**src/rtl/smb_pkg.sv**
```systemverilog
package smb_pkg;

  typedef enum logic [2:0] {
    ST_IDLE,
    ST_ADDR,
    ST_RX,
    ST_SLV_ACK,
    ST_TX,
    ST_HOST_ACK
  } smbState_t;

  typedef enum logic [1:0] {
    PH_IDX,
    PH_CNT,
    PH_DATA
  } smbPhase_t;

  typedef struct packed {
    logic loadIdx;
    logic incIdx;
    logic loadRem;
    logic decRem;
    logic wrReg;
    logic loadTx;
    logic selCnt;
    logic shiftTx;
  } smbStrobe_t;

endpackage

```
**src/rtl/smb_datapath.sv**
```systemverilog
module smb_datapath
  import smb_pkg::*;
#(
  parameter int NUM_REGS    = 8,
  parameter int IDX_W       = 8,
  parameter int SYNC_STAGES = 2
) (
  input  logic       clk,
  input  logic       rstN,
  input  logic       sclIn,
  input  logic       sdaIn,
  input  smbStrobe_t strb,
  output logic       sclS,
  output logic       sdaS,
  output logic       sclRise,
  output logic       sclFall,
  output logic       startDet,
  output logic       stopDet,
  output logic [7:0] rxByte,
  output logic       txFirstBit,
  output logic       txNextBit,
  output logic       remZero
);

  localparam int SEL_W = (NUM_REGS > 1) ? $clog2(NUM_REGS) : 1;
  localparam logic [IDX_W-1:0] LAST_IDX = IDX_W'(NUM_REGS);

  logic [SYNC_STAGES-1:0] sclPipe, sdaPipe;
  logic sclD, sdaD;
  logic [7:0] rxShift, txShift, txByte, rdData, remCnt;
  logic [IDX_W-1:0] idx;
  logic [7:0] regs [NUM_REGS];
  logic inRange;

  always_ff @(posedge clk or negedge rstN) begin
    if (!rstN) begin
      sclPipe <= '1;
      sdaPipe <= '1;
      sclD    <= 1'b1;
      sdaD    <= 1'b1;
    end else begin
      sclPipe <= {sclPipe[SYNC_STAGES-2:0], sclIn};
      sdaPipe <= {sdaPipe[SYNC_STAGES-2:0], sdaIn};
      sclD    <= sclS;
      sdaD    <= sdaS;
    end
  end

  assign sclS     = sclPipe[SYNC_STAGES-1];
  assign sdaS     = sdaPipe[SYNC_STAGES-1];
  assign sclRise  = sclS & ~sclD;
  assign sclFall  = ~sclS & sclD;
  assign startDet = sclS & sclD & sdaD & ~sdaS;
  assign stopDet  = sclS & sclD & ~sdaD & sdaS;

  assign inRange = (idx < LAST_IDX);
  assign rdData  = inRange ? regs[idx[SEL_W-1:0]] : 8'h00;
  assign txByte  = strb.selCnt ? 8'(NUM_REGS) : rdData;

  always_ff @(posedge clk or negedge rstN) begin
    if (!rstN) begin
      rxShift <= '0;
      txShift <= '0;
      idx     <= '0;
      remCnt  <= '0;
    end else begin
      if (sclRise) rxShift <= {rxShift[6:0], sdaS};
      if (strb.loadTx)       txShift <= txByte;
      else if (strb.shiftTx) txShift <= {txShift[6:0], 1'b0};
      if (strb.loadIdx)     idx <= IDX_W'(rxShift);
      else if (strb.incIdx) idx <= idx + 1'b1;
      if (strb.loadRem)     remCnt <= rxShift;
      else if (strb.decRem) remCnt <= remCnt - 1'b1;
    end
  end

  generate
    for (genvar g = 0; g < NUM_REGS; g++) begin : gRegs
      always_ff @(posedge clk or negedge rstN) begin
        if (!rstN) regs[g] <= 8'h00;
        else if (strb.wrReg && inRange && idx[SEL_W-1:0] == SEL_W'(g)) regs[g] <= rxShift;
      end
    end
  endgenerate

  assign rxByte     = rxShift;
  assign txFirstBit = txByte[7];
  assign txNextBit  = txShift[6];
  assign remZero    = (remCnt == 8'h00);

endmodule

```
**src/rtl/smb_control.sv**
```systemverilog
module smb_control
  import smb_pkg::*;
#(
  parameter logic [6:0] DEV_ADDR = 7'h6A
) (
  input  logic       clk,
  input  logic       rstN,
  input  logic       sclRise,
  input  logic       sclFall,
  input  logic       startDet,
  input  logic       stopDet,
  input  logic       sdaS,
  input  logic [7:0] rxByte,
  input  logic       txFirstBit,
  input  logic       txNextBit,
  input  logic       remZero,
  output smbStrobe_t strb,
  output logic       sdaOe
);

  smbState_t state;
  smbPhase_t phase;
  logic [3:0] bitCnt;
  logic readMode, sentData, hostAcked;
  logic rxDone, dataOk;

  assign rxDone = sclFall && (bitCnt == 4'd8);
  assign dataOk = (state == ST_RX) && rxDone && (phase == PH_DATA) && !remZero;

  always_comb begin
    strb         = '0;
    strb.loadIdx = (state == ST_RX) && rxDone && (phase == PH_IDX);
    strb.loadRem = (state == ST_RX) && rxDone && (phase == PH_CNT);
    strb.wrReg   = dataOk;
    strb.decRem  = dataOk;
    strb.incIdx  = dataOk || ((state == ST_HOST_ACK) && sclRise && !sdaS && sentData);
    strb.selCnt  = (state == ST_SLV_ACK);
    strb.loadTx  = ((state == ST_SLV_ACK) && sclFall && readMode) ||
                   ((state == ST_HOST_ACK) && sclFall && hostAcked);
    strb.shiftTx = (state == ST_TX) && sclFall && (bitCnt != 4'd8);
  end

  always_ff @(posedge clk or negedge rstN) begin
    if (!rstN) begin
      state     <= ST_IDLE;
      phase     <= PH_IDX;
      bitCnt    <= '0;
      readMode  <= 1'b0;
      sentData  <= 1'b0;
      hostAcked <= 1'b0;
      sdaOe     <= 1'b0;
    end else if (startDet) begin
      state  <= ST_ADDR;
      bitCnt <= '0;
      sdaOe  <= 1'b0;
    end else if (stopDet) begin
      state <= ST_IDLE;
      sdaOe <= 1'b0;
    end else begin
      case (state)
        ST_ADDR, ST_RX: begin
          if (sclRise && bitCnt != 4'd8) bitCnt <= bitCnt + 1'b1;
          if (rxDone) begin
            if (state == ST_ADDR) begin
              if (rxByte[7:1] == DEV_ADDR) begin
                sdaOe    <= 1'b1;
                state    <= ST_SLV_ACK;
                readMode <= rxByte[0];
                phase    <= PH_IDX;
              end else begin
                state <= ST_IDLE;
              end
            end else if (phase == PH_DATA && remZero) begin
              state <= ST_IDLE;
            end else begin
              sdaOe <= 1'b1;
              state <= ST_SLV_ACK;
              if (phase == PH_IDX)      phase <= PH_CNT;
              else if (phase == PH_CNT) phase <= PH_DATA;
            end
          end
        end
        ST_SLV_ACK: begin
          if (sclFall) begin
            if (readMode) begin
              state    <= ST_TX;
              sdaOe    <= ~txFirstBit;
              bitCnt   <= 4'd1;
              sentData <= 1'b0;
            end else begin
              state  <= ST_RX;
              sdaOe  <= 1'b0;
              bitCnt <= '0;
            end
          end
        end
        ST_TX: begin
          if (sclFall) begin
            if (bitCnt == 4'd8) begin
              sdaOe     <= 1'b0;
              state     <= ST_HOST_ACK;
              hostAcked <= 1'b0;
            end else begin
              sdaOe  <= ~txNextBit;
              bitCnt <= bitCnt + 1'b1;
            end
          end
        end
        ST_HOST_ACK: begin
          if (sclRise) begin
            if (sdaS) state <= ST_IDLE;
            else      hostAcked <= 1'b1;
          end else if (sclFall && hostAcked) begin
            state    <= ST_TX;
            sdaOe    <= ~txFirstBit;
            bitCnt   <= 4'd1;
            sentData <= 1'b1;
          end
        end
        default: sdaOe <= 1'b0;
      endcase
    end
  end

endmodule

```
**src/rtl/smbus_block_slave.sv**
```systemverilog
module smbus_block_slave
  import smb_pkg::*;
#(
  parameter logic [6:0] DEV_ADDR    = 7'h6A,
  parameter int         NUM_REGS    = 8,
  parameter int         IDX_W       = 8,
  parameter int         SYNC_STAGES = 2
) (
  input  logic clk,
  input  logic rstN,
  input  logic sclIn,
  input  logic sdaIn,
  output logic sdaOe
);

  smbStrobe_t strb;
  logic sclS, sdaS, sclRise, sclFall, startDet, stopDet;
  logic txFirstBit, txNextBit, remZero;
  logic [7:0] rxByte;

  smb_datapath #(
    .NUM_REGS(NUM_REGS), .IDX_W(IDX_W), .SYNC_STAGES(SYNC_STAGES)
  ) uData (
    .clk(clk), .rstN(rstN), .sclIn(sclIn), .sdaIn(sdaIn), .strb(strb),
    .sclS(sclS), .sdaS(sdaS), .sclRise(sclRise), .sclFall(sclFall),
    .startDet(startDet), .stopDet(stopDet), .rxByte(rxByte),
    .txFirstBit(txFirstBit), .txNextBit(txNextBit), .remZero(remZero)
  );

  smb_control #(.DEV_ADDR(DEV_ADDR)) uCtrl (
    .clk(clk), .rstN(rstN), .sclRise(sclRise), .sclFall(sclFall),
    .startDet(startDet), .stopDet(stopDet), .sdaS(sdaS), .rxByte(rxByte),
    .txFirstBit(txFirstBit), .txNextBit(txNextBit), .remZero(remZero),
    .strb(strb), .sdaOe(sdaOe)
  );

endmodule

```
**config.mk**
```make
export PLATFORM = sky130hd
export DESIGN_NAME = smbus_block_slave
export DESIGN_NICKNAME = d
export VERILOG_FILES = /design/src/rtl/smb_pkg.sv /design/src/rtl/smb_datapath.sv /design/src/rtl/smb_control.sv /design/src/rtl/smbus_block_slave.sv
export SDC_FILE = /design/constraint.sdc
export NUM_CORES = 1
export LEC_CHECK = 0
export CAP_MARGIN = 15
export CORE_ASPECT_RATIO = 0.7
export CORE_MARGIN = 4
export CORE_UTILIZATION = 55
export CTS_CLUSTER_DIAMETER = 30
export CTS_CLUSTER_SIZE = 12
export DETAILED_ROUTE_END_ITERATION = 12
export DONT_BUFFER_PORTS = 1
export HOLD_SLACK_MARGIN = 0.06
export PLACE_DENSITY = 0.71
export SLEW_MARGIN = 20
export SYNTH_ARGS = -nofsm -noshare
export SYNTH_HDL_FRONTEND = slang
export SYNTH_HIERARCHICAL = 1
export SYNTH_SLANG_ARGS = --single-unit
```
**constraint.sdc**
```tcl
create_clock -name clk -period 6.9 [get_ports clk]
set_clock_uncertainty 0.2 [all_clocks]
set_input_delay 1.38 -clock clk [delete_from_list [all_inputs] [get_ports clk]]
set_output_delay 1.38 -clock clk [all_outputs]
set_load 0.03 [all_outputs]
```
### Yosys cells after proc, flatten, opt, wreduce, memory -nomap -nowiden

Cells that the tools add are included.

| cells by class | value |
|---|---|
| muxes and demuxes | 63 |
| equal/unequal tests | 44 |
| order comparisons | 2 |
| $add $sub $neg | 3 |
| bitwise operators | 16 |
| reductions and logical operators | 50 |

Operators with widths:

| cell | count |
|---|---|
| 8-bit 2-to-1 mux | 8 |
| 7-bit AND reduction | 5 |
| 3-bit 2-to-1 mux | 11 |
| 4-bit 2-to-1 mux | 8 |
| 1-bit logical AND | 27 |
| 8-bit binary-select mux with 3-bit select | 1 |
| 1-bit 2-to-1 mux | 21 |
| 3-bit == test, second input constant | 6 |
| 4-bit by 3-bit != test with 1-bit output, second input constant | 4 |
| 4-bit case mux with 4 select lines | 1 |
| 2-bit 2-to-1 mux | 7 |
| 7-bit 2-to-1 mux | 2 |
| 3-bit by 2-bit == test with 1-bit output, second input constant | 4 |
| 2-bit by 1-bit != test with 1-bit output, second input constant | 6 |
| 4-bit != test, second input constant | 3 |
| 3-bit case mux with 4 select lines | 1 |
| 2-bit != test, second input constant | 5 |
| 5-bit by 4-bit != test with 1-bit output, second input constant | 2 |
| 5-bit != test, second input constant | 2 |
| 2-bit nonzero test | 5 |
| 3-bit by 2-bit != test with 1-bit output, second input constant | 3 |
| 3-bit != test, second input constant | 3 |
| 8-bit by 1-bit adder with 8-bit output, second input constant | 1 |
| 8-bit zero test | 1 |
| other kinds (24) | 41 |

| word-level totals | value |
|---|---|
| logic and storage cells | 201 |
| bits in registers | 114 |
| output and inout port bits | 1 |

### Depth between registers and ports, before layout

| depth | value |
|---|---|
| word-level depth | 12 |
| mapped depth | 12 |
| gate-level depth less buffers | 10 |

### Cells and area by module

Netlist, hierarchy kept.

By module, submodules not included:

| module | sequential area each (sq um) | area an instance (sq um) | times used | cells each |
|---|---|---|---|---|
| smb_datapath | 2534.9 | 4688.2 | 1 | 354 |
| smb_control | 325.3 | 1164.9 | 1 | 142 |

### Worst setup path after synthesis

OpenSTA, ideal clock, no wires.

| timing | value |
|---|---|
| path kind | register to register |
| start point | register uData.sclD |
| end point | register uData.remCnt[5] |
| required time | 6.564 ns |
| arrival time | 2.778 ns |
| path slack | 3.786 ns |
| library setup time | 0.136 ns |
| cell stages (with the launch flop) | 11 |
| path buffers | 2 |
| cell sequence | dfstp_2 > nor2b_1 > and4b_1 > buf_2 > nand3_1 > nor4b_1 > buf_4 > or3b_2 > nor4_1 > xnor2_1 > o21ai_0 |

| on the way | value |
|---|---|
| cells in the longest elaborated chain, start to end | 6 |

RTL lines:

| element | line | RTL |
|---|---|---|
| from (decl) | smb_datapath.sv:29 | `logic sclD, sdaD;` |
| from (signal assigned) | smb_datapath.sv:44 | `sclD <= sclS;` |
| 1-bit bitwise AND | smb_datapath.sv:52 | `assign sclFall = ~sclS & sclD;` |
| via sclFall | smbus_block_slave.sv:17 | `logic sclS, sdaS, sclRise, sclFall, startDet, stopDet;` |
| 1-bit logical AND | smb_control.sv:27 | `assign rxDone = sclFall && (bitCnt == 4'd8);` |
| 1-bit logical AND (3 in a row) | smb_control.sv:28 | `assign dataOk = (state == ST_RX) && rxDone && (phase == PH_DATA) && !remZero;` |
| via uCtrl.dataOk | smb_control.sv:25 | `logic rxDone, dataOk;` |
| 2-bit nonzero test (no source line) | n/a |  |
| to (signal assigned) | smb_datapath.sv:72 | `if (strb.loadRem) remCnt <= rxShift;` |
| to (signal assigned) | smb_datapath.sv:73 | `else if (strb.decRem) remCnt <= remCnt - 1'b1;` |
| to (decl) | smb_datapath.sv:30 | `logic [7:0] rxShift, txShift, txByte, rdData, remCnt;` |

The timed path passes the listed nets, and every way through them passes these cells.
A chain may end at the register's enable or synchronous reset.

==> flow_results.xml <==
<?xml version="1.0" encoding="UTF-8"?>
<metrics>
  <group name="cells_and_area">
    <metric name="layout-area-overhead-vs-synth" unit="%">11.6</metric>
    <metric name="drive_above_1_share" unit="%">30.3</metric>
    <metric name="layout.cells.most_common" unit="">dfrtp_1</metric>
    <metric name="finish.net_count" unit="">502</metric>
    <metric name="num_antenna_cells" unit="">0</metric>
    <metric name="finish.cell_count_without_fillers" unit="">633</metric>
    <metric name="final_cell_mix" unit="">108 x dfrtp_1, 76 x mux2_2, 34 x nand2_1, 26 x o21ai_0, 22 x a21oi_1</metric>
  </group>
  <group name="synth">
    <metric name="synth_nets" unit="">510</metric>
    <metric name="synthesis.yosys.warnings" unit="">6</metric>
    <metric name="async_reset_ff_share" unit="%">100</metric>
    <metric name="number_of_register_bits_inferred_by_synthesis" unit="">114</metric>
    <metric name="number_of_flops_mapped_to_enable_cells_by_yosys" unit="">0</metric>
    <metric name="post_synth.cell_area_avg" unit="µm²">11.8</metric>
    <metric name="dominantRegCellSynth" unit="">dfrtp_1</metric>
    <metric name="seq_area_frac_synth" unit="%">48.9</metric>
    <metric name="mappedNetlistArea" unit="µm²">5850</metric>
    <metric name="yosys.cell_types.count" unit="">62</metric>
    <metric name="post_synth_inst_count" unit="">496</metric>
  </group>
  <group name="route">
    <metric name="totalWireLength" unit="µm">12900</metric>
    <metric name="first_pass_iters" unit="">5</metric>
    <metric name="drt_iter0_markers" unit="">366</metric>
    <metric name="route.detailed.wl_per_inst" unit="µm">20.4</metric>
    <metric name="avgViaCountPerCell" unit="">6.29</metric>
    <metric name="post-route-drc-count" unit="">0</metric>
    <metric name="detailroute.via_count" unit="">3982</metric>
    <metric name="final_ant_viol_nets" unit="">0</metric>
  </group>
  <group name="clock_tree">
    <metric name="number_of_buffers_on_the_longest_clock_path" unit="">2</metric>
    <metric name="cts_max_level" unit="">4</metric>
    <metric name="tritoncts_clock_tree" unit="">yes</metric>
    <metric name="clkSlewWorstSetupHoldPaths" unit="ns">0.05</metric>
    <metric name="cts.root.buffer_cell" unit="">clkbuf_16</metric>
    <metric name="cts_num_sinks" unit="">114</metric>
    <metric name="cts_resized" unit="">0</metric>
    <metric name="insertion_delay" unit="ns">0.41</metric>
    <metric name="post-cts-setup-buffer-count" unit="">0</metric>
    <metric name="post_cts_hold_buffers" unit="">0</metric>
    <metric name="cts_buffers" unit="">17</metric>
  </group>
  <group name="die">
    <metric name="floorplan.die.height" unit="µm">94.3</metric>
    <metric name="io_pins" unit="">5</metric>
    <metric name="die-area" unit="µm²">12400</metric>
    <metric name="initial_utilization" unit="%">56.5</metric>
    <metric name="chipWidth" unit="µm">131</metric>
    <metric name="fp.coreArea" unit="µm²">10400</metric>
    <metric name="std_cell_rows" unit="">31</metric>
  </group>
  <group name="power_and_ir_drop">
    <metric name="power.share.switching" unit="%">29.7</metric>
    <metric name="power.static_leakage" unit="nW">2.94</metric>
    <metric name="peakVddDrop" unit="mV">0.216</metric>
    <metric name="pwr_density_cell" unit="nW/µm²">312</metric>
    <metric name="power.clock.fraction" unit="%">43.8</metric>
    <metric name="share_seq_of_total_power" unit="%">42.5</metric>
    <metric name="switching_power" unit="mW">0.606</metric>
    <metric name="power.combinational.fraction" unit="%">13.7</metric>
    <metric name="p_int" unit="mW">1.43</metric>
  </group>
  <group name="critical_path">
    <metric name="r2r.worst_path.cells" unit="">8</metric>
    <metric name="cp_max_fo" unit="">8</metric>
    <metric name="critPathKind" unit="">register to register</metric>
    <metric name="critPathArrivalTime" unit="ns">3.70</metric>
    <metric name="critical_path.endpoint_type" unit="">register</metric>
    <metric name="cp.required" unit="ns">6.99</metric>
    <metric name="crit_path_launch_type" unit="">register</metric>
  </group>
  <group name="sta">
    <metric name="setup-tns-final" unit="ns">0</metric>
    <metric name="layout_worst_path_cycle_share" unit="%">52.4</metric>
    <metric name="period_minus_slack" unit="ns">3.61</metric>
    <metric name="hold_slack" unit="ns">0.154</metric>
    <metric name="final.setup.worst_slack" unit="ns">3.29</metric>
    <metric name="rsz0062_at_grt" unit="">no</metric>
    <metric name="transition_at_the_pin_with_the_smallest_max_transition_slack" unit="ns">1.09</metric>
    <metric name="report.final.slew_viol_count" unit="">0</metric>
    <metric name="max_slew_headroom" unit="%">27.4</metric>
    <metric name="achievable-frequency" unit="MHz">277</metric>
    <metric name="hold_violations" unit="">0</metric>
    <metric name="report.final.setup_viol" unit="">0</metric>
  </group>
  <group name="hold_path">
    <metric name="hold_class" unit="">register to register</metric>
    <metric name="hold_path_depth" unit="">0</metric>
  </group>
  <group name="global_routing">
    <metric name="grt_pass1_wl" unit="µm">21400</metric>
    <metric name="maximum_number_of_pins_on_one_net_before_global_route_repair" unit="">115</metric>
    <metric name="all_layer_gr_usage" unit="%">22.4</metric>
    <metric name="number_of_global_route_vias_before_repair" unit="">3947</metric>
    <metric name="number_of_antenna_violations_at_the_first_check_in_global_routing" unit="">0</metric>
    <metric name="gr-total-overflow" unit="">0</metric>
  </group>
  <group name="placement">
    <metric name="post-dp-hpwl" unit="µm">8530</metric>
    <metric name="placement.io_buffers" unit="">0</metric>
    <metric name="placed_cells" unit="">601</metric>
    <metric name="detailedPlace.worstSlack" unit="ns">3.35</metric>
    <metric name="gp_congestion" unit="">0.861</metric>
  </group>
  <group name="run">
    <metric name="number_of_maximum_capacitance_violations" unit="">0</metric>
  </group>
  <group name="status">
    <metric name="run_status" unit="">complete, no violations</metric>
  </group>
</metrics>
-- sequential cells by signal (all words and copies together) (netlist names) --
name             count
uData/rxByte         8
uCtrl/state          3
uCtrl/bitCnt         4
uCtrl/sentData       1
uData/txShift        7
uData/sdaD           1
uData/sclD           1
uData/idx            8
uCtrl/sdaOe          1
uData/regs          64
uData/sclPipe        2
uCtrl/hostAcked      1
uCtrl/phase          2
uCtrl/readMode       1
uData/sdaPipe        2
uData/remCnt         8
-- power by group through the flow --
stage	Clock (mW)	Sequential (mW)	Combinational, mW
after CTS	0.911	0.864	0.273
after global placement	0	0.876	0.264
after detailed placement	0	0.876	0.271
after global routing	0.946	0.882	0.313
final	0.893	0.867	0.280
after floorplan	0	0.771	0.292
-- synthesized netlist by cell type, drive strengths merged (4+ instances only) --
library cell / count / share of area [%]
buf: 14 / 1.4
nor3b: 9 / 1.2
nand3: 13 / 1.1
nor2b: 8 / 0.86
o21ai: 27 / 2.4
xnor2: 11 / 1.6
mux4: 15 / 5.8
a2111oi: 4 / 0.71
dfstp: 6 / 2.7
nor2: 19 / 1.2
inv: 16 / 1.0
dfrtp: 108 / 46
or3b: 4 / 0.60
nor4b: 4 / 0.86
mux2i: 7 / 1.2
clkbuf: 20 / 1.3
nor3: 13 / 1.2
mux2: 77 / 15
nand2: 37 / 2.8
a21oi: 22 / 1.9
ha: 10 / 2.1
-- routing by layer --
layer | GRT usage, % | wire length (µm) | up-vias
li1 | - | - | 1801
met1 | 33.5 | 6420 | 2063
met2 | 32.8 | 5720 | 110
met3 | 6.05 | 683 | 8
met4 | 5.59 | 75 | 0
met5 | 0 | 0 | -
-- worst max-delay path: stages, from the launching register on --
cell and delay (ns):
dfstp_2 0.54, nor2b_1 0.39, and4b_1 0.45, nand3_1 0.18, nor4b_1 0.35, buf_4 0.23, nor3b_2 0.27, and3_1 0.49
mux2_2 0.39
-- metrics by stage --
| step | utilization (%) | instance area, µm² | power [mW] |
|---|---|---|---|
| floorplan | - | 5850 | 1.06 |
| global placement | 57.1 | 5920 | 1.14 |
| detailed placement | 57.1 | 5920 | 1.15 |
| CTS | 63.0 | 6530 | 2.05 |
| global route | 63.1 | 6530 | 2.14 |
| finish | 63.1 | 6530 | 2.04 |
-- cell type report --
class,instances,area (µm²)
clock buffers,20,457
clock inverters,12,154
fillers,788,3820
inverters,16,60.1
multi-input cells,332,2780
flip-flops and latches,114,2860
well taps,132,165
repair buffers,7,52.6
-- logic make-up (layout without fill, tap and decap cells) --
family	after synthesis	count (layout)	share of synthesized area (%)
compound gates	81	81	8.94
xor+xnor	14	14	2.09
fa+ha+maj	11	11	2.33
buf+inv	50	55	3.68
flops	114	114	48.9
mux	99	99	21.8
simple gates	127	127	12.3
-- worst paths after layout --
| kind | from | endpoint | slack [ns] |
|---|---|---|---|
| worst min-delay path | uData/sclPipe[0] | uData/sclPipe[1] | 0.15 |
| worst max register to register | uData/sclD | uData/regs[18] | 3.29 |
| worst max-delay path | uData/sclD | uData/regs[18] | 3.29 |
| min in group asynchronous | rstN | uData/remCnt[2] | 0.46 |
| worst min register to register | uData/sclPipe[0] | uData/sclPipe[1] | 0.15 |
| max in group asynchronous | rstN | uData/sclD | 5.83 |
No activity file was read; power rests on OpenSTA's default activity.
